### config.mk
export PLATFORM = sky130hd
export DESIGN_NAME = usbirq_wrap
export DESIGN_NICKNAME = d
export VERILOG_FILES = /design/src/rtl/usbirq_pkg.sv /design/src/rtl/usbirq_bank.sv /design/src/rtl/usbirq_line.sv /design/src/rtl/usbirq_wrap.sv
export SDC_FILE = /design/constraint.sdc
export NUM_CORES = 1
export LEC_CHECK = 0
export ABC_CLOCK_PERIOD_IN_PS = 2900
export BUFFER_PORTS_ARGS = -buffer_cell sky130_fd_sc_hd__buf_4
export CORE_UTILIZATION = 32
export CTS_BUF_LIST = sky130_fd_sc_hd__clkbuf_8 sky130_fd_sc_hd__clkbuf_16
export DETAILED_ROUTE_END_ITERATION = 8
export PLACE_DENSITY = 0.5
export SLEW_MARGIN = 20
export SYNTH_ARGS = -nofsm -noshare
export SYNTH_HDL_FRONTEND = slang
export SYNTH_SLANG_ARGS = --single-unit
export TNS_END_PERCENT = 50
### constraint.sdc
create_clock -name clk -period 2.9 [get_ports clk]
set_input_delay 0.145 -clock clk [delete_from_list [all_inputs] [get_ports clk]]
set_output_delay 0.145 -clock clk [all_outputs]
set_load 0.05 [all_outputs]
### src/rtl/usbirq_pkg.sv
package usbirq_pkg;
  localparam int DATA_W = 32;
  localparam int ADDR_W = 8;

  // byte offsets decoded by software drivers
  localparam logic [ADDR_W-1:0] A_REV       = 8'h00;
  localparam logic [ADDR_W-1:0] A_CTRL      = 8'h14;
  localparam logic [ADDR_W-1:0] A_STAT      = 8'h18;
  localparam logic [ADDR_W-1:0] A_EOI       = 8'h24;
  localparam logic [ADDR_W-1:0] A_EP_PEND   = 8'h30;
  localparam logic [ADDR_W-1:0] A_CORE_PEND = 8'h34;
  localparam logic [ADDR_W-1:0] A_EP_SET    = 8'h38;
  localparam logic [ADDR_W-1:0] A_CORE_SET  = 8'h3C;
  localparam logic [ADDR_W-1:0] A_EP_CLR    = 8'h40;
  localparam logic [ADDR_W-1:0] A_CORE_CLR  = 8'h44;
  localparam logic [ADDR_W-1:0] A_PHY       = 8'hE0;

  localparam int OTG_DIS_BIT = 21;
endpackage

### src/rtl/usbirq_bank.sv
module usbirq_bank #(
  parameter int          W     = 32,
  parameter logic [W-1:0] VALID = '1
) (
  input  logic         clk,
  input  logic         rst,
  input  logic [W-1:0] evt,
  input  logic         w1c_en,
  input  logic         set_en,
  input  logic         clr_en,
  input  logic [W-1:0] wdata,
  output logic [W-1:0] pend,
  output logic [W-1:0] en,
  output logic         hit
);
  logic [W-1:0] pend_q, en_q;

  always_ff @(posedge clk) begin
    if (rst) begin
      pend_q <= '0;
      en_q   <= '0;
    end else begin
      pend_q <= ((w1c_en ? (pend_q & ~wdata) : pend_q) | evt) & VALID;
      if (set_en)      en_q <= en_q | (wdata & VALID);
      else if (clr_en) en_q <= en_q & ~wdata;
    end
  end

  assign pend = pend_q;
  assign en   = en_q;
  assign hit  = |(pend_q & en_q);


  en_set_chk: assert property (@(posedge clk) disable iff (rst)
    set_en |=> ((en & $past(wdata & VALID)) == $past(wdata & VALID)));

  en_clr_chk: assert property (@(posedge clk) disable iff (rst)
    clr_en |=> ((en & $past(wdata)) == '0));

  evt_latch_chk: assert property (@(posedge clk) disable iff (rst)
    (|evt) |=> ((pend & $past(evt & VALID)) == $past(evt & VALID)));

  w1c_chk: assert property (@(posedge clk) disable iff (rst)
    w1c_en |=> ((pend & $past(wdata & ~evt)) == '0));
endmodule

### src/rtl/usbirq_line.sv
module usbirq_line (
  input  logic clk,
  input  logic rst,
  input  logic any_hit,
  input  logic eoi_wr,
  input  logic eoi_arm,
  output logic irq
);
  logic arm_q, lvl_q;

  always_ff @(posedge clk) begin
    if (rst) begin
      arm_q <= 1'b1;
      lvl_q <= 1'b0;
    end else if (eoi_wr) begin
      lvl_q <= 1'b0;
      if (eoi_arm) arm_q <= 1'b1;
    end else if (arm_q && any_hit) begin
      lvl_q <= 1'b1;
      arm_q <= 1'b0;
    end
  end

  assign irq = lvl_q;


  raise_chk: assert property (@(posedge clk) disable iff (rst)
    (arm_q && any_hit && !eoi_wr) |=> irq);

  hold_off_chk: assert property (@(posedge clk) disable iff (rst)
    (!arm_q && !(eoi_wr && eoi_arm)) |=> !$rose(irq));

  eoi_drop_chk: assert property (@(posedge clk) disable iff (rst)
    eoi_wr |=> !irq);
endmodule

### src/rtl/usbirq_wrap.sv
module usbirq_wrap
  import usbirq_pkg::*;
#(
  parameter int                TX_N    = 16,
  parameter int                RX_N    = 16,
  parameter int                CORE_W  = 9,
  parameter logic [DATA_W-1:0] REV_ID  = 32'h4E0A_0801,
  parameter logic [DATA_W-1:0] PHY_RST = 32'h0020_0000
) (
  input  logic              clk,
  input  logic              rst,
  input  logic              bus_en,
  input  logic              bus_we,
  input  logic [ADDR_W-1:0] bus_addr,
  input  logic [DATA_W-1:0] bus_wdata,
  output logic [DATA_W-1:0] bus_rdata,
  input  logic [TX_N-1:0]   tx_evt,
  input  logic [RX_N-1:0]   rx_evt,
  input  logic [CORE_W-1:0] core_evt,
  input  logic              vbus_drv,
  output logic              irq,
  output logic              core_rst,
  output logic [DATA_W-1:0] phy_ctl,
  output logic              phy_otg_dis
);
  localparam int EP_W = TX_N + RX_N;
  localparam logic [EP_W-1:0] EP_VALID =
    {{(RX_N-1){1'b1}}, 1'b0, {TX_N{1'b1}}};
  localparam logic [CORE_W-1:0] CORE_VALID = '1;

  logic wr, rd;
  assign wr = bus_en &  bus_we;
  assign rd = bus_en & ~bus_we;

  logic [EP_W-1:0]   ep_pend, ep_en;
  logic [CORE_W-1:0] core_pend, core_en;
  logic              ep_hit, core_hit;

  usbirq_bank #(.W(EP_W), .VALID(EP_VALID)) u_ep (
    .clk(clk), .rst(rst),
    .evt({rx_evt, tx_evt}),
    .w1c_en(wr && bus_addr == A_EP_PEND),
    .set_en(wr && bus_addr == A_EP_SET),
    .clr_en(wr && bus_addr == A_EP_CLR),
    .wdata(bus_wdata[EP_W-1:0]),
    .pend(ep_pend), .en(ep_en), .hit(ep_hit)
  );

  usbirq_bank #(.W(CORE_W), .VALID(CORE_VALID)) u_core (
    .clk(clk), .rst(rst),
    .evt(core_evt),
    .w1c_en(wr && bus_addr == A_CORE_PEND),
    .set_en(wr && bus_addr == A_CORE_SET),
    .clr_en(wr && bus_addr == A_CORE_CLR),
    .wdata(bus_wdata[CORE_W-1:0]),
    .pend(core_pend), .en(core_en), .hit(core_hit)
  );

  usbirq_line u_line (
    .clk(clk), .rst(rst),
    .any_hit(ep_hit | core_hit),
    .eoi_wr(wr && bus_addr == A_EOI),
    .eoi_arm(bus_wdata[0]),
    .irq(irq)
  );

  logic              rst_req_q;
  logic [DATA_W-1:0] phy_q;

  always_ff @(posedge clk) begin
    if (rst) begin
      rst_req_q <= 1'b0;
      phy_q     <= PHY_RST;
    end else begin
      rst_req_q <= wr && bus_addr == A_CTRL && bus_wdata[0];
      if (wr && bus_addr == A_PHY) phy_q <= bus_wdata;
    end
  end

  assign core_rst    = rst_req_q;
  assign phy_ctl     = phy_q;
  assign phy_otg_dis = phy_q[OTG_DIS_BIT];

  logic [DATA_W-1:0] rd_mux;
  always_comb begin
    case (bus_addr)
      A_REV:                  rd_mux = REV_ID;
      A_CTRL:                 rd_mux = DATA_W'(rst_req_q);
      A_STAT:                 rd_mux = DATA_W'(vbus_drv);
      A_EP_PEND:              rd_mux = DATA_W'(ep_pend);
      A_CORE_PEND:            rd_mux = DATA_W'(core_pend);
      A_EP_SET, A_EP_CLR:     rd_mux = DATA_W'(ep_en);
      A_CORE_SET, A_CORE_CLR: rd_mux = DATA_W'(core_en);
      A_PHY:                  rd_mux = phy_q;
      default:                rd_mux = '0;
    endcase
  end

  always_ff @(posedge clk) begin
    if (rst)     bus_rdata <= '0;
    else if (rd) bus_rdata <= rd_mux;
  end


  rst_pulse_chk: assert property (@(posedge clk) disable iff (rst)
    core_rst |=> !core_rst);

  phy_wr_chk: assert property (@(posedge clk) disable iff (rst)
    (wr && bus_addr == A_PHY) |=> (phy_ctl == $past(bus_wdata)));
endmodule

==> impl_metrics.tcl, run 1 <==
set metrics [dict create \
    outcome "completed" \
    syn_inst 773 \
    cts_tree "done" \
    synth_top_area_cell "dfxtp_1" \
    ys_seq_area_share_pct 47.5 \
    rows 50 \
    wl_per_cell_um 19.1 \
    cpPeakStageDelay_ns 0.55 \
    synth-edff-count 0 \
    drive_above_1_share_pct 21.7 \
    grt-ovfl-total 0 \
    met3_usage_pct 4.05 \
    use_met2_pct 40.6 \
    grt_use_total_pct 24.1 \
    relSlewSlack_pct 48.1 \
    synthTopCellsByArea "dfxtp_1 47%, nand2_1 10%, a21oi_1 8.6%, a22oi_1 5.5%, nor2_1 4.8%" \
    rsz0062_at_grt "no" \
    path_cells "buf_4 > nor4_1 > and3_1 > nor2b_2 > buf_4 > nand2_1 > a21oi_1" \
    setup_viol 0 \
    die_area_mm2 0.0201 \
    port_buffers 151 \
    criticalPathCategory "primary input to flip-flop" \
    grt_pass1_vias 6288 \
    antenna_left 0 \
    hp-class "primary input to flip-flop" \
    finalCriticalPeriod_ns 1.88 \
    ys_types 43 \
    start_kind "primary input" \
    synthesis.nets 859 \
    crit_top_cell "buf_4" \
    clock_latency_ns 0.42 \
    cap_violations 0 \
    grt_antenna_before_repair 0 \
    top_usage_layer "met2" \
    wl_um 23800 \
    ys_ff_latch 148 \
    design_area_mm2 0.00889 \
    clock_tree.root_cell "clkbuf_16" \
    syn2layout_area_growth_pct 42.6 \
    synth_flop_cell "dfxtp_1" \
    num-nets-final 1058 \
    via_per_inst 5.36 \
    dr.pass1.iters 7 \
    grt_pass1_wl_um 36400 \
    endpoint_kind "flip-flop" \
    cts_buffers 17 \
    hold_violations 0 \
    final_common_cell "nand2_1" \
    gp_congestion 0.830 \
    drt-initial-drc-count 513 \
    grt_max_degree 57 \
    clkTransAtPathRegs_ns 0.06 \
    cts_sinks 148 \
    dpl_cell_area_mm2 0.00765 \
    slew_violations 0 \
    power_density_mw_per_mm2 538 \
    synth_area_mm2 0.00624 \
    initial_core_util_pct 33.0 \
    layout_common_cells "173 x nand2_1, 172 x buf_4, 148 x dfxtp_1, 107 x a21oi_1, 79 x nor2_1" \
    p_leak_nw 3.38 \
    cts_buffer_depth 2 \
    core_area_mm2 0.0189 \
    yosys_warnings 0 \
    critical_path_peak_fanout 17 \
    htree_levels 4 \
    avgSynthCellArea_um2 8.07 \
    drcViolationCount 0 \
    die_h_um 142 \
    vdd_drop_max_v 0.000376 \
    die_width_um 142 \
    slowest_stage "nor4_1" \
    gr-usage-met1_pct 31.7 \
    critPathArrivalTime_ns 2.22 \
    layout_worst_path_cycle_share_pct 64.8 \
    tightest_slew_ns 0.779 \
    antennaDiodeCount 0 \
    synth_top_cell_area_share_pct 47.5 \
    fin_skew_ns 0.00460 \
    hpwl_um 16100 \
    tns_ns 0 \
    max_freq_mhz 532 \
    vias 6668 \
    synthArstFlopShare_pct 0 \
    pin_count 153 \
    required_ns 3.24 \
]
Yosys cell counts, types with 7 or more instances:
cell / instances
nand2_1: 173
dfxtp_1: 148
a21oi_1: 107
nor2_1: 79
a22oi_1: 46
clkbuf_1: 42
o21ai_0: 41
a221oi_1: 32
buf_2: 15
nand3_1: 10
a22o_1: 9
a32o_1: 9
nor3_1: 7
power by group:
part,internal (mW),switching [mW]
Combinational,0.229,0.299
Clock,1.27,0.826
Sequential,2.10,0.0619
Total,3.60,1.19
cell type report:
| class | count | area (µm²) |
|---|---|---|
| repair buffers | 241 | 1990 |
| inverters | 2 | 7.51 |
| fillers | 1912 | 10000 |
| clock buffers | 22 | 494 |
| well taps | 260 | 325 |
| flip-flops and latches | 148 | 2960 |
| multi-input cells | 562 | 3050 |
| clock inverters | 9 | 65.1 |
critical path: cells and delay by family:
family | cells | cell delay (ns)
compound gates | 1 | 0.16
buf+inv | 2 | 0.48
simple gates | 4 | 1.43
worst paths after layout:
kind,to,cells past startpoint,from,slack [ns]
worst max-delay path,phy_ctl[28],7,bus_addr[2],1.02
worst min-delay path,phy_ctl[29],3,bus_wdata[29],0.01
worst max register to register,u_line.irq,5,u_ep.pend[20],1.32
worst min register to register,u_ep.en[16],2,u_ep.en[16],0.44
repair_timing:
item,4_1_cts,5_1_grt
resized for setup,0,0
hold endpoints to repair,75,0
hold buffers,68,0
setup buffers,0,0
layer usage:
layer  wire, µm  vias up
met2      11700      236
met3       1170       18
met4        264        0
met5          0        -
li1           -     3172
met1      10700     3242
cell families (layout without fill, tap and decap cells):
group                  after synthesis  count (layout)  share of synthesized area (%)
DFF                                148             148                           47.5
AOI/OAI and AO/OA                  255             255                           26.5
buffers and inverters               63             274                           4.35
muxes                                5               5                          0.802
and+or+nand+nor                    302             302                           20.8
per-stage QoR:
step	hold slack (ns)	instances	total power, mW	setup slack, ns	utilization (%)
finish	0.0150	1244	4.79	1.02	47.1
global route	0.00720	1244	4.95	0.951	47.1
CTS	0.000811	1244	4.82	1.12	47.1
detailed placement	0.336	1145	2.66	0.678	40.5
global placement	0.330	1145	2.65	0.707	40.5
floorplan	0.232	773	2.42	0.855	-
Note: power is estimated with default switching activity, not from simulation.
==> inputs of run 2 (changes only) <==
--- a/config.mk
+++ b/config.mk
@@ -5,7 +5,8 @@
 export SDC_FILE = /design/constraint.sdc
 export NUM_CORES = 1
 export LEC_CHECK = 0
-export ABC_CLOCK_PERIOD_IN_PS = 2900
+export ABC_AREA = 1
+export ABC_CLOCK_PERIOD_IN_PS = 1840
 export BUFFER_PORTS_ARGS = -buffer_cell sky130_fd_sc_hd__buf_4
 export CORE_UTILIZATION = 32
 export CTS_BUF_LIST = sky130_fd_sc_hd__clkbuf_8 sky130_fd_sc_hd__clkbuf_16
==> constraint.sdc (replaced) <==
create_clock -name clk -period 1.84 [get_ports clk]
set_input_delay 0.092 -clock clk [delete_from_list [all_inputs] [get_ports clk]]
set_output_delay 0.092 -clock clk [all_outputs]
set_load 0.05 [all_outputs]
==> run 2 against run 1 <==
- the run now ends with DRC left
- worst hold slack gained 0.010 ns
- global-route usage is 2.8 points lower
- die area is 5.7% higher
- power increased by 50%
- critical endpoint is now u_line.irq
- sequential share of layout area fell by 1.4 points
- synthesized cell count is 20% higher
- final area grew 4.5%
- via count is 1.5% higher
- largest power group unchanged
- clock power grew 56%
- non-clock buffer count increased by 6
==> impl_metrics.tcl, run 2 <==
set metrics [dict create \
    grt_pass1_wl_um 34900 \
    max_freq_mhz 717 \
    critPathArrivalTime_ns 1.71 \
    synthArstFlopShare_pct 0 \
    vdd_drop_max_v 0.000578 \
    num-nets-final 1229 \
    ys_top_cells_by_count "272 x nand2_1, 148 x dfxtp_1, 129 x a21oi_1" \
    ys_ff_latch 148 \
    synth_flop_cell "dfxtp_1" \
    required_ns 2.16 \
    postCtsHoldBufs 72 \
    critical_path_peak_fanout 3 \
    finalCriticalPeriod_ns 1.40 \
    violations "DRC" \
    antenna_left 0 \
    grt_max_degree 114 \
    relSlewSlack_pct 59.4 \
    vias 6766 \
    cts_buffers 17 \
    grt_antenna_before_repair 0 \
    cts_resized 0 \
    hpwl_um 14400 \
    htree_levels 4 \
    drcViolationCount 1 \
    initial_core_util_pct 32.6 \
    port_buffers 151 \
    reg2reg_slack_ns 0.44 \
    slew_violations 0 \
    drt-initial-drc-count 473 \
    syn2layout_area_growth_pct 40.8 \
    synthTopCellsByArea "dfxtp_1 45%, nand2_1 15%, a21oi_1 9.8%, o21ai_0 7.2%, inv_1 4.9%" \
    tns_ns 0 \
    criticalPathCategory "flip-flop to flip-flop" \
    layout_common_cells "272 x nand2_1, 171 x buf_4, 148 x dfxtp_1, 129 x a21oi_1, 95 x o21ai_0" \
    endpoint_kind "flip-flop" \
    gp_congestion 0.771 \
    synth-edff-count 0 \
    outcome "finished with violations" \
    clock_latency_ns 0.43 \
    clock_tree.root_cell "clkbuf_16" \
    grt_use_total_pct 21.3 \
    drive_above_1_share_pct 21.8 \
    p_leak_nw 4.12 \
    synth_top_area_cell "dfxtp_1" \
    cts_tree "done" \
    die_h_um 146 \
    pin_count 153 \
    dr.pass1.iters 7 \
    fin_skew_ns 0.00532 \
    setup_slack_ns 0.445 \
    wl_per_cell_um 15.5 \
    ys_seq_area_share_pct 44.9 \
    rsz0062_at_grt "no" \
    hold_violations 0 \
    cap_violations 0 \
    rows 52 \
    hp-class "primary input to flip-flop" \
    power_density_mw_per_mm2 772 \
    grt_pass1_vias 6618 \
    die_width_um 146 \
    synth_top_cell_area_share_pct 44.9 \
    multiInputGateArea_mm2 0.00300 \
    grt-ovfl-total 0 \
    start_kind "flip-flop" \
    post-cts-setup-buffers 0 \
    ys_types 29 \
    post-place-ws_ns 0.309 \
    layout_worst_path_cycle_share_pct 75.8 \
    core_area_mm2 0.0202 \
    via_per_inst 4.74 \
    avgSynthCellArea_um2 7.14 \
    design_area_mm2 0.00929 \
    die_area_mm2 0.0212 \
    synthesis.nets 1011 \
    yosysMostFrequentCell "nand2_1" \
    tightest_slew_ns 0.609 \
    register_area_mm2 0.00296 \
    cts_sinks 148 \
    antennaDiodeCount 0 \
    cts_buffer_depth 2 \
    final_common_cell "nand2_1" \
    syn_inst 925 \
    setup_viol 0 \
    yosys_warnings 0 \
    dpl_cell_area_mm2 0.00802 \
    synth_area_mm2 0.00660 \
    n_fill_cell 2112 \
    wl_um 22200 \
    clkTransAtPathRegs_ns 0.06 \
]
[run 2: layout make-up]
cell class	count	area share, %
inverters	95	3.86
clock inverters	14	1.21
well taps	270	3.64
multi-input cells	634	32.2
clock buffers	18	4.73
repair buffers	247	22.4
flip-flops and latches	148	31.9
[run 2: logic make-up (layout without fill, tap and decap cells)]
logic type,Yosys count,count (layout),synth area share [%]
buf+inv,143,374,9.84
compound gates,271,271,21.7
simple gates,363,363,23.6
flops,148,148,44.9
[run 2: path summary, 6_finish.rpt]
path	startpoint	to	cells after the start
max	u_ep.pend[24]	u_line.irq	8
max reg2reg	u_ep.pend[24]	u_line.irq	8
min reg2reg	u_ep.en[16]	u_ep.en[16]	2
min	rst	phy_ctl[21]	3
[run 2: critical path: stages (launching register included)]
cell	delay (ns)
dfxtp_1	0.32
nand2_1	0.07
nand2_1	0.06
nor2_1	0.17
nand4_1	0.15
nor2_1	0.17
nand3_1	0.17
nand2_1	0.10
a21oi_1	0.06
[run 2: power by group]
part / leakage, nW / internal (mW) / switching, mW
clock: 0.273 / 1.88 / 1.39
combinational: 2.64 / 0.292 / 0.296
sequential: 1.21 / 3.27 / 0.0469
[run 2: metrics by stage]
step,hold WS (ns),utilization (%),power [mW],std cells
detailed placement,0.346,39.6,3.86,1322
finish,0.0255,45.9,7.17,1426
global route,0.0538,45.9,7.46,1426
CTS,0.0177,45.9,7.25,1426
floorplan,0.226,-,3.59,925
global placement,0.346,39.6,3.86,1322
[run 2: metal layers]
metal / part of all wire, % / up-vias / GRT usage, %
li1: - / 3455 / -
met1: 47 / 3106 / 28.1
met2: 47 / 181 / 35.7
met3: 4.5 / 24 / 3.95
met4: 1.1 / 0 / 5.42
met5: 0 / - / 0
